File: src/rtl/bus_hold_pkg.sv
package bus_hold_pkg;
  typedef enum logic {
    ST_CORE = 1'b0,
    ST_HELD = 1'b1
  } hold_st_e;

  typedef enum int unsigned {
    GRP_ADDR = 0,
    GRP_DATA = 1,
    GRP_RD   = 2,
    GRP_WR   = 3,
    GRP_IOM  = 4
  } drv_grp_e;

  localparam int unsigned NUM_GRP = 5;
endpackage

File: src/rtl/bus_hold_sync.sv
module bus_hold_sync #(
  parameter int unsigned STAGES = 2
) (
  input  logic clk_i,
  input  logic rst_ni,
  input  logic d_i,
  output logic q_o
);
  logic [STAGES-1:0] chain_q;

  generate
    if (STAGES == 1) begin : g_one
      always_ff @(posedge clk_i or negedge rst_ni) begin
        if (!rst_ni) chain_q <= '0;
        else         chain_q <= d_i;
      end
    end else begin : g_many
      always_ff @(posedge clk_i or negedge rst_ni) begin
        if (!rst_ni) chain_q <= '0;
        else         chain_q <= {chain_q[STAGES-2:0], d_i};
      end
    end
  endgenerate

  assign q_o = chain_q[STAGES-1];
endmodule

File: src/rtl/bus_hold_fsm.sv
module bus_hold_fsm
  import bus_hold_pkg::*;
(
  input  logic clk_i,
  input  logic rst_ni,
  input  logic req_s_i,
  input  logic busy_i,
  output logic ack_o
);
  hold_st_e st_q, st_d;

  always_comb begin
    st_d = st_q;
    unique case (st_q)
      ST_CORE: if (req_s_i && !busy_i) st_d = ST_HELD;
      ST_HELD: if (!req_s_i)           st_d = ST_CORE;
      default: st_d = ST_CORE;
    endcase
  end

  always_ff @(posedge clk_i or negedge rst_ni) begin
    if (!rst_ni) st_q <= ST_CORE;
    else         st_q <= st_d;
  end

  assign ack_o = (st_q == ST_HELD);
endmodule

File: src/rtl/bus_hold_drv.sv
module bus_hold_drv
  import bus_hold_pkg::*;
(
  input  logic               clk_i,
  input  logic               rst_ni,
  input  logic               ack_i,
  output logic [NUM_GRP-1:0] oe_o,
  output logic               own_o
);
  // float_q: release one clock after ack rises
  // back_q:  falling-edge reg, handback half a clock after ack falls
  logic float_q;
  logic back_q;

  always_ff @(posedge clk_i or negedge rst_ni) begin
    if (!rst_ni) float_q <= 1'b0;
    else         float_q <= ack_i;
  end

  always_ff @(negedge clk_i or negedge rst_ni) begin
    if (!rst_ni) back_q <= 1'b1;
    else         back_q <= !ack_i;
  end

  assign own_o = back_q | !float_q;

  for (genvar g = 0; g < NUM_GRP; g++) begin : g_oe
    assign oe_o[g] = own_o;
  end
endmodule

File: src/rtl/bus_hold_stall.sv
module bus_hold_stall (
  input  logic clk_i,
  input  logic rst_ni,
  input  logic own_i,
  input  logic core_req_i,
  output logic stall_o
);
  logic pend_q;

  always_ff @(posedge clk_i or negedge rst_ni) begin
    if (!rst_ni)    pend_q <= 1'b0;
    else if (own_i) pend_q <= 1'b0;
    else            pend_q <= pend_q | core_req_i;
  end

  assign stall_o = !own_i && (pend_q || core_req_i);
endmodule

File: src/rtl/bus_hold_arb.sv
module bus_hold_arb
  import bus_hold_pkg::*;
#(
  parameter int unsigned SYNC_STAGES = 2
) (
  input  logic clk_i,
  input  logic rst_ni,
  input  logic hold_req_i,
  input  logic xfer_busy_i,
  input  logic core_req_i,
  output logic hold_ack_o,
  output logic addr_oe_o,
  output logic data_oe_o,
  output logic rd_oe_o,
  output logic wr_oe_o,
  output logic iom_oe_o,
  output logic core_owns_o,
  output logic stall_o
);
  logic               req_s;
  logic               ack;
  logic               own;
  logic [NUM_GRP-1:0] oe;

  bus_hold_sync #(.STAGES(SYNC_STAGES)) u_sync (
    .clk_i  (clk_i),
    .rst_ni (rst_ni),
    .d_i    (hold_req_i),
    .q_o    (req_s)
  );

  bus_hold_fsm u_fsm (
    .clk_i   (clk_i),
    .rst_ni  (rst_ni),
    .req_s_i (req_s),
    .busy_i  (xfer_busy_i),
    .ack_o   (ack)
  );

  bus_hold_drv u_drv (
    .clk_i  (clk_i),
    .rst_ni (rst_ni),
    .ack_i  (ack),
    .oe_o   (oe),
    .own_o  (own)
  );

  bus_hold_stall u_stall (
    .clk_i      (clk_i),
    .rst_ni     (rst_ni),
    .own_i      (own),
    .core_req_i (core_req_i),
    .stall_o    (stall_o)
  );

  assign hold_ack_o  = ack;
  assign core_owns_o = own;
  assign addr_oe_o   = oe[GRP_ADDR];
  assign data_oe_o   = oe[GRP_DATA];
  assign rd_oe_o     = oe[GRP_RD];
  assign wr_oe_o     = oe[GRP_WR];
  assign iom_oe_o    = oe[GRP_IOM];
endmodule

File: config.mk
export PLATFORM = sky130hd
export DESIGN_NAME = bus_hold_arb
export DESIGN_NICKNAME = d
export VERILOG_FILES = /design/src/rtl/bus_hold_pkg.sv /design/src/rtl/bus_hold_sync.sv /design/src/rtl/bus_hold_fsm.sv /design/src/rtl/bus_hold_drv.sv /design/src/rtl/bus_hold_stall.sv /design/src/rtl/bus_hold_arb.sv
export SDC_FILE = /design/constraint.sdc
export NUM_CORES = 1
export LEC_CHECK = 0
export ABC_CLOCK_PERIOD_IN_PS = 1300
export BUFFER_PORTS_ARGS = -buffer_cell sky130_fd_sc_hd__buf_2
export CORE_AREA = 3 3 40 42
export CTS_BUF_LIST = sky130_fd_sc_hd__clkbuf_16
export DETAILED_ROUTE_END_ITERATION = 10
export DIE_AREA = 0 0 43 45
export PLACE_DENSITY = 0.41
export SYNTH_ARGS = -nofsm -noshare
export SYNTH_HDL_FRONTEND = slang
export SYNTH_HIERARCHICAL = 1
export SYNTH_SLANG_ARGS = --single-unit
File: constraint.sdc
create_clock -name clk_i -period 1.3 [get_ports clk_i]
set_input_delay 0 -clock clk_i [delete_from_list [all_inputs] [get_ports clk_i]]
set_output_delay 0 -clock clk_i [all_outputs]
set_load 0.05 [all_outputs]
==> results.md, run 1 <==
- Status: complete, but fails checks
- Failing checks: negative setup slack
- Final TNS setup: -4.492 ns
- Net Count, Synth: 22
- Endpoint class of the critical path: output port
- Clk pwr share: 61.6%
- Clock sinks: 6
- Cell-by-cell trace of the critical path: nand2b_4 -> o21ba_4 -> buf_8
- Remaining antenna violation count after routing: 0
- Vias in the first global route: between 150 and 200
- Worst Slack Setup Final: -0.6061 ns
- 1st-pass router iterations: 1
- Tot Pwr: between 800 and 900 µW
- Worst-margin pin slew: 0.2536 ns
- Post-synthesis sequential area ratio: 67.60%
- Setup violators final: 8
- Synthesis-to-finish area growth: 117.9%
- VDD IR max: around 1.7 mV
- Layout Cells excl Fill: 52
- Drc violations: 0
- Combinational share of power: between 10% and 20%
- N_diodes: 0
- CP required: ~1.3 ns
- DRT iter0 DRCs: 0
- Die Span X: about 43 µm
- RSZ-0062 raised after global routing: true
- Syn_area_per_cell: roughly 13 µm²
- Count of cell types in the netlist: 7
- Die ar.: 1935 µm²
- Slowest stage cell, crit path: dfstp_2
- Via density: ~3.5
- Mapped Area: 224.0 µm²
- Layout cells sized above 1: ~68%
- Final instance area: about 500 µm²
- Worst rel slew slack: about 83%
- Global-route wire length before repair: ~630 µm
- DP HPWL: about 260 µm
- Initial cell density of the core: roughly 17%
- # nets final: 43
- Final hold vios: 0
- Initial antenna violation count: 0
- WL per Instance: 7.981 µm
- Hold slack: 0.1259 ns
- Pwr dens: ~1700 nW/µm²
- Placed instance area: roughly 280 µm²
- Clock Skew: 0.07462 ns
- GRT Util Overall: 4.958%
- Worst path buffer plus inverter count: 1
- Via Count: ~180
- PortBufs: 12
- Synth Register Bits: 6
- Seq pwr share: roughly 25%
- Final wirelength: around 420 µm
- H-tree Lvls: 1
- P_leak: around 0.25 nW
- Max_cap viols: 0
- Gate Count Post-Synth: 17
- Placed Instances: 39
- Sw Pwr: ~170 µW
- CP arrival: around 1.9 ns
- CP max stage delay: 0.50 ns
- Largest net degree at the start of global routing: 8
- Critical path's top delay family: flip-flops
- Clk root buf: clkbuf_16
- Hold Crit Class: in -> async
- Total gr overflow: 0
- Stages on worst setup path: 3
- Net Sw Frac: between 20% and 30%
- Io pins: 13
- Max-slew violations: 0
- Chip Height: between 40 and 50 µm
- Worst setup SP type: register
- Crit-path max FO: 7
- Synth warnings: 6
- Int Power: 649.9 µW
- Worst-path clk slew: ~0.03 ns
- Clk buf depth: 2
- Critical path class: reg -> out
- CTS tree: built
- Routability cong.: around 0.58
- TritonCTS Buffers: 3
- Core ar.: 1285 µm²
- Clock Latency Late Sink: roughly 0.30 ns
- R2R depth: 4
- Row count: 13
==> per-stage QoR <==
step                setup slack [ns]  util (%)
floorplan                    -0.4643         -
global placement             -0.3330     21.81
detailed placement           -0.3478     21.81
CTS                          -0.6071     33.01
global route                 -0.6559     37.97
finish                       -0.6061     37.97
==> registers in the layout (all words and copies together) (netlist names) <==
| register | count |
|---|---|
| u_sync/chain_q | 2 |
| u_drv/back_q | 1 |
| u_drv/float_q | 1 |
| u_fsm/ack_o | 1 |
| u_stall/pend_q | 1 |
==> worst register-to-register path, cell delays in order (launching register included) <==
cell	delay, ns
dfstp_2	0.50
nand2b_4	0.14
o21ba_4	0.17
buf_4	0.13
buf_6	0.10
==> cells in the mapped netlist (all sizes together) <==
master	count	share of area [%]
a21boi	1	3.4
buf	5	17
dfrtp	5	56
dfstp	1	12
inv	3	5.0
nand2b	1	2.8
o21ba	1	4.5
==> cell type report <==
type,instances,area (µm²)
Clock buffer,3,75.07
Clock inverter,2,7.507
Fill cell,124,797.0
Inverter,2,7.507
Multi-Input combinational cell,3,37.54
Sequential cell,6,152.6
Tap cell,15,18.77
Timing Repair Buffer,21,188.9
==> logic make-up after synthesis <==
group | after synthesis | share of synthesized area, %
AO/OA/AOI/OAI | 2 | 7.823
buffers and inverters | 8 | 21.79
AND/OR/NAND/NOR | 1 | 2.795
flip-flops | 6 | 67.60
==> path summary, 6_finish.rpt <==
check | slack (ns) | end | start
setup / recovery | -0.61 | stall_o | u_drv/back_q$_DFF_NN1_
hold / removal | 0.13 | u_sync/chain_q[1]$_DFF_PN0_ | rst_ni
setup reg to reg | -0.58 | u_stall/pend_q$_DFF_PN0_ | u_drv/back_q$_DFF_NN1_
hold reg to reg | 0.35 | u_sync/chain_q[1]$_DFF_PN0_ | u_sync/chain_q[0]$_DFF_PN0_
max in group asynchronous | 0.38 | u_drv/back_q$_DFF_NN1_ | rst_ni
min in group clk_i | 0.22 | u_stall/pend_q$_DFF_PN0_ | core_req_i
==> routing by layer <==
metal / track usage (%) / wire, µm
met5: 0 / 0
met4: 0 / 0
met3: 5.976 / 60
met2: 8.383 / 197
met1: 3.960 / 157
==> repair_timing <==
| action | in CTS | in global routing |
|---|---|---|
| resized for setup | 6 | 13 |
| hold endpoints to repair | 7 | 0 |
| hold buffers | 3 | 0 |
| setup buffers | 2 | 4 |
| endpoints found under the setup margin | 8 | 8 |
==> power by group through the flow <==
| stage | Combinational (mW) | Clock, mW | Sequential [mW] |
|---|---|---|---|
| final | 0.108 | 0.502 | 0.206 |
| after global routing | 0.113 | 0.534 | 0.207 |
| after CTS | 0.0901 | 0.515 | 0.206 |
| after detailed placement | 0.0741 | 0.00963 | 0.208 |
| after global placement | 0.0736 | 0.00963 | 0.208 |
| after floorplan | 0.0554 | 0.00963 | 0.215 |
==> cell usage in the layout, fill, tap and decap left out, types with 3 or more instances in the layout <==
cell type and instances:
buf_2 7, buf_8 5, buf_4 5, inv_1 4, dfrtp_1 4, clkbuf_16 3
dlygate4sd3_1 3
Note: power is estimated with default switching activity, not from simulation.
==> inputs of run 2 (changes only) <==
GPL_TIMING_DRIVEN = 0   (was default)
==> results.md, run 2 (same netlist as run 1, synthesis figures left out) <==
- Layout cells sized above 1: 67.57% (unchanged)
- Most flop-heavy register: u_sync/chain_q
- Worst path buffer plus inverter count: 1 (unchanged)
- Cell-by-cell trace of the critical path: nand2b_4 -> o21ba_4 -> buf_8
- Global-route wire length before repair: 641 µm (+1.1%)
- Clock Latency Late Sink: 0.30 ns (about the same)
- Status: complete, but fails checks
- 1st-pass router iterations: 4 (+3)
- Worst Slack Setup Final: -0.6013 ns (+0.004744 ns)
- Int Power: 653.6 µW (+0.57%)
- Clock Skew: 0.07457 ns (-0.00005740 ns)
- Max-slew violations: 0 (unchanged)
- Worst slack, placed: -0.3561 ns (-0.008365 ns)
- Via Count: 172 (-5.0%)
- Synthesis-to-finish area growth: 120.7%
- GRT Util Overall: 5.113% (+0.16 points)
- Initial cell density of the core: 17.43% (unchanged)
- Worst-path clk slew: 0.04 ns (about the same)
- Remaining antenna violation count after routing: 0 (unchanged)
- Critical path class: reg -> out
- Pwr dens: 1676 nW/µm² (+0.29%)
- Final TNS setup: -4.327 ns (+0.1647 ns)
- Crit-path max FO: 7 (unchanged)
- Die Span X: 43 µm (unchanged)
- Placed Instances: 44 (+13%)
- CP required: 1.30 ns (about the same)
- TritonCTS Buffers: 3 (unchanged)
- Layout Cells excl Fill: 52 (unchanged)
- Routability cong.: 0.6286 (+7.7%)
- H-tree Lvls: 1 (unchanged)
- Clk buf depth: 2 (unchanged)
- Clk root buf: clkbuf_16
- # nets final: 43 (unchanged)
- Hold slack: 0.1162 ns (-0.009759 ns)
- Endpoint class of the critical path: output port
- Drc violations: 0 (unchanged)
- PortBufs: 12 (unchanged)
- Worst rel slew slack: 83.52% (+0.31 points)
- CP arrival: 1.90 ns (about the same)
- Worst setup SP type: register
- Chip Height: 45 µm (unchanged)
- Via density: 3.308 (-5.0%)
- Worst-margin pin slew: 0.2490 ns (-0.004647 ns)
- Final Core Density: 38.46% (+0.49 points)
- Vias in the first global route: 161 (-4.7%)
- Row count: 13 (unchanged)
- Core ar.: 1285 µm² (unchanged)
- DRT iter0 DRCs: 1 (+1)
- Largest net degree at the start of global routing: 8 (unchanged)
- CTS tree: built
- Total gr overflow: 0 (unchanged)
- WL per Instance: 7.615 µm (-4.6%)
- Hold Crit Class: in -> async
- Max_cap viols: 0 (unchanged)
- Initial antenna violation count: 0 (unchanged)
- Combinational share of power: 13.3% (about the same)
- Clock sinks: 6 (unchanged)
- Sw Pwr: 174.8 µW (+5.5%)
- Net Sw Frac: 21.10% (+0.79 points)
- Slowest stage cell, crit path: dfstp_2
- Io pins: 13 (unchanged)
- Final wirelength: 396 µm (-4.6%)
- DP HPWL: 287 µm (+11%)
- Setup violators final: 8 (unchanged)
- Multi-input logic area: 37.54 µm² (unchanged)
- CP max stage delay: 0.50 ns (about the same)
- Failing checks: negative setup slack
- Worst R2R Setup Slack: -0.46 ns (+0.12 ns)
- N_diodes: 0 (unchanged)
- Seq pwr share: 24.8% (-0.4 points)
- VDD IR max: 0.8288 mV (-50%)
- Clk pwr share: 61.9% (+0.3 points)
- Die ar.: 1935 µm² (unchanged)
- P_leak: 0.2500 nW (+1.3%)
- Largest register FFs: 2 (unchanged)
- Final hold vios: 0 (unchanged)
- RSZ-0062 raised after global routing: true
- Highest-count cells in the layout ignoring fill and taps: buf_2 (6), buf_8 (6), buf_4 (6), inv_1 (4), dfrtp_1 (4)
- Critical path's top delay family: flip-flops
- Fillers: 122 (-1.6%)
- Reg area: 152.6 µm² (unchanged)
[run 2: area by class of cell]
| type | instances | share of cell area, % |
|---|---|---|
| Tap cell | 15 | 3.797 |
| Inverter | 2 | 1.519 |
| Timing Repair Buffer | 16 | 31.90 |
| Buffer | 5 | 7.595 |
| Clock inverter | 2 | 1.519 |
| Sequential cell | 6 | 30.89 |
| Clock buffer | 3 | 15.19 |
| Multi-Input combinational cell | 3 | 7.595 |
[run 2: worst reg2reg max path: stages (launching register included)]
cell      delay, ns
dfstp_2        0.50
nand2b_4       0.14
o21ba_4        0.17
buf_4          0.12
[run 2: timing repair]
item	4_1_cts	5_1_grt
setup endpoints to repair	8	8
pin swaps	0	0
gates resized for setup	18	0
buffers inserted	1	0
hold buffers	3	0
endpoints found under the hold margin	7	0
[run 2: final timing paths]
| check | startpoint | depth (start not counted) | end |
|---|---|---|---|
| worst max-delay path | u_drv/back_q$_DFF_NN1_ | 3 | stall_o |
| worst min-delay path | rst_ni | 2 | u_sync/chain_q[1]$_DFF_PN0_ |
| worst max register to register | u_drv/back_q$_DFF_NN1_ | 3 | u_stall/pend_q$_DFF_PN0_ |
| worst min register to register | u_sync/chain_q[0]$_DFF_PN0_ | 0 | u_sync/chain_q[1]$_DFF_PN0_ |
| max in group asynchronous | rst_ni | 2 | u_drv/back_q$_DFF_NN1_ |
| min in group clk_i | core_req_i | 3 | u_stall/pend_q$_DFF_PN0_ |
[run 2: power by group through the flow]
stage / Clock, mW / Combinational [mW] / Sequential (mW)
after floorplan: 0.00963 / 0.0554 / 0.215
after global placement: 0.00963 / 0.0830 / 0.208
after detailed placement: 0.00963 / 0.0837 / 0.208
after CTS: 0.527 / 0.112 / 0.206
after global routing: 0.547 / 0.115 / 0.207
final: 0.513 / 0.110 / 0.205
[run 2: metal layers]
metal	GRT usage, %	routed length (µm)
met1	4.177	147
met2	7.784	175
met3	5.976	73
met4	1.807	0
met5	0	0
[run 2: stage by stage]
stage          instance area [µm²]  total power, mW
6_report                     494.2           0.8284
3_5_place_dp                 317.8           0.3012
4_1_cts                      494.2           0.8444
3_3_place_gp                 317.8           0.3001
2_1_floorplan                239.0           0.2796
5_1_grt                      494.2           0.8692
==> inputs of run 3 (changes only) <==
SYNTH_HIERARCHICAL = default   (was 1)
==> results.md, run 3 <==
- Total gr overflow: 0 (unchanged)
- Ys flop type: dfrtp_1
- Worst slack, placed: -0.3672 ns (-0.01110 ns)
- Layout cells sized above 1: 70.27% (+2.7 points)
- Met2 Use GR: 8.683% (+0.90 points)
- Initial cell density of the core: 17.72% (+0.29 points)
- Worst-margin pin slew: 0.2477 ns (-0.001256 ns)
- Failing checks: negative setup slack
- Critical path class: reg -> out
- Highest-count cells in the layout ignoring fill and taps: buf_4 (6), buf_2 (5), buf_8 (5), dfrtp_1 (4)
- Worst Slack Setup Final: -0.5763 ns (+0.02504 ns)
- Setup violators final: 8 (unchanged)
- Die ar.: 1935 µm² (unchanged)
- Routability cong.: 0.6238 (-0.76%)
- Worst R2R Setup Slack: -0.35 ns (+0.11 ns)
- Share of the synthesized area in the top cell type: 54.95% (-0.92 points)
- Synth Register Bits: 6 (unchanged)
- N_diodes: 0 (unchanged)
- Clock sinks: 6 (unchanged)
- RSZ-0062 raised after global routing: true
- VDD IR max: 0.7341 mV (-11%)
- PortBufs: 12 (unchanged)
- Clk pwr share: 62.0% (about the same)
- Tot Pwr: 836.8 µW (+1.0%)
- Final TNS setup: -4.261 ns (+0.06564 ns)
- Final hold vios: 0 (unchanged)
- Final Core Density: 38.27% (-0.19 points)
- Hold Crit Class: in -> async
- Initial antenna violation count: 0 (unchanged)
- Syn_area_per_cell: 13.40 µm² (+1.7%)
- Mapped Area: 227.7 µm² (+1.7%)
- Int Power: 653.5 µW (about the same)
- Endpoint class of the critical path: output port
- Clock Latency Late Sink: 0.30 ns (about the same)
- Post-synth top cells: buf_4 (5), dfrtp_1 (5), inv_1 (2)
- R2R Path End: u_stall.pend_q$_DFF_PN0_
- Worst-path clk slew: 0.04 ns (about the same)
- Chip Height: 45 µm (unchanged)
- TritonCTS Buffers: 3 (unchanged)
- Met3 usage: 6.375% (+0.40 points)
- Post-synthesis sequential area ratio: 66.48% (-1.1 points)
- Status: complete, but fails checks
- Remaining antenna violation count after routing: 0 (unchanged)
- Sw Pwr: 183.2 µW (+4.8%)
- WL per Instance: 8.731 µm (+15%)
- Row count: 13 (unchanged)
- Most flop-heavy register: u_sync.chain_q
- Core ar.: 1285 µm² (unchanged)
- Clk root buf: clkbuf_16
- Final wirelength: 454 µm (+15%)
- Ys async rst share: 100.0% (unchanged)
- GRT met1 Usage: 4.691% (+0.51 points)
- Top post-synthesis cells by area: dfrtp_1 (55%), buf_4 (16%), dfstp_2 (12%)
- Synth warnings: 0 (-6)
- CTS tree: built
- Io pins: 13 (unchanged)
- Placed Instances: 44 (unchanged)
- 1st-pass router iterations: 1 (-3)
- Multi-input logic area: 36.28 µm² (-3.3%)
- Reg area: 152.6 µm² (unchanged)
- Drc violations: 0 (unchanged)
- Worst setup SP type: register
- Clock Skew: 0.07593 ns (+0.001361 ns)
- DRT iter0 DRCs: 0 (-1)
- Combinational share of power: 13.5% (+0.2 points)
- Clk buf depth: 2 (unchanged)
- Max_cap viols: 0 (unchanged)
- Fillers: 127 (+4.1%)
- Via Count: 184 (+7.0%)
- Vias in the first global route: 177 (+9.9%)
- Pwr dens: 1702 nW/µm² (+1.5%)
- Die Span X: 43 µm (unchanged)
- Max-slew violations: 0 (unchanged)
- Largest net degree at the start of global routing: 8 (unchanged)
- CP required: 1.30 ns (about the same)
- # nets final: 43 (unchanged)
- Via density: 3.538 (+7.0%)
- Layout Cells excl Fill: 52 (unchanged)
- Net Sw Frac: 21.90% (+0.80 points)
- Largest register FFs: 2 (unchanged)
- P_leak: 0.2460 nW (-1.6%)
- Synthesis-to-finish area growth: 115.9%
- CP arrival: 1.88 ns (-0.02 ns)
- Post-synth EDFFs: 0 (unchanged)
- Net Count, Synth: 22 (unchanged)
- DP HPWL: 298.9 µm (+4.1%)
- Count of cell types in the netlist: 8 (+1)
- Worst rel slew slack: 83.60% (about the same)
- GRT Util Overall: 6.129% (+1.0 points)
- Busiest grt layer: met2
- R2R depth: 3 (unchanged)
- Crit-path max FO: 7 (unchanged)
- Global-route wire length before repair: 724 µm (+13%)
- H-tree Lvls: 1 (unchanged)
- Reg2reg start: u_drv.back_q$_DFF_NN1_
- Area leader, netlist: dfrtp_1
- Gate Count Post-Synth: 17 (unchanged)
- Most common cell after layout, fill and taps aside: buf_4
- Seq pwr share: 24.5% (-0.3 points)
[run 3: layout make-up]
class | instances | share of cell area (%)
multi-input cells | 4 | 7.379
inverters | 1 | 0.7634
clock inverters | 2 | 1.527
clock buffers | 3 | 15.27
flip-flops and latches | 6 | 31.04
plain buffers | 5 | 7.634
repair buffers | 16 | 32.57
well taps | 15 | 3.817
[run 3: critical path, cell delays in order (launching register included)]
cell	delay [ns]
dfstp_2	0.50
nand2b_4	0.16
buf_4	0.13
buf_8	0.13
[run 3: how the worst max path moves through the flow]
stage / from / end / cells after the start
5_1_grt: u_drv.back_q$_DFF_NN1_ / data_oe_o / 3
3_5_place_dp: u_drv.back_q$_DFF_NN1_ / core_owns_o / 3
6_report: u_drv.back_q$_DFF_NN1_ / data_oe_o / 3
4_1_cts: u_drv.back_q$_DFF_NN1_ / core_owns_o / 3
3_3_place_gp: u_drv.back_q$_DFF_NN1_ / core_owns_o / 3
2_1_floorplan: u_drv.back_q$_DFF_NN1_ / u_stall.pend_q$_DFF_PN0_ / 2
[run 3: per-layer routing]
metal	up-vias	share of wire, %
met5	-	0
met4	0	2.0
met3	2	17
met2	14	49
met1	82	31
li1	86	-
[run 3: power groups by stage]
| stage | logic (mW) | registers [mW] | clock network (mW) |
|---|---|---|---|
| after global routing | 0.118 | 0.206 | 0.554 |
| after CTS | 0.114 | 0.206 | 0.529 |
| final | 0.113 | 0.205 | 0.519 |
| after floorplan | 0.0562 | 0.214 | 0.00963 |
| after detailed placement | 0.0849 | 0.207 | 0.00963 |
| after global placement | 0.0838 | 0.207 | 0.00963 |
[run 3: kinds of logic (layout without fill, tap and decap cells)]
group	Yosys count	in the layout	share of synthesized area, %
buf+inv	7	27	19.78
flops	6	6	66.49
compound gates	1	1	3.298
simple gates	3	3	10.44
[run 3: what timing repair did]
item	4_1_cts	5_1_grt
hold buffers	3	0
endpoints found under the setup margin	8	8
pin swaps	1	0
resized for setup	19	1
setup buffers	1	1
hold endpoints to repair	7	0
[run 3: stage by stage]
stage	hold WS (ns)	instance area (µm²)
after floorplan	-0.2956	234.0
after global placement	-0.1761	312.8
after detailed placement	-0.1687	312.8
after CTS	0.1233	491.7
after global routing	0.1327	491.7
final	0.1181	491.7
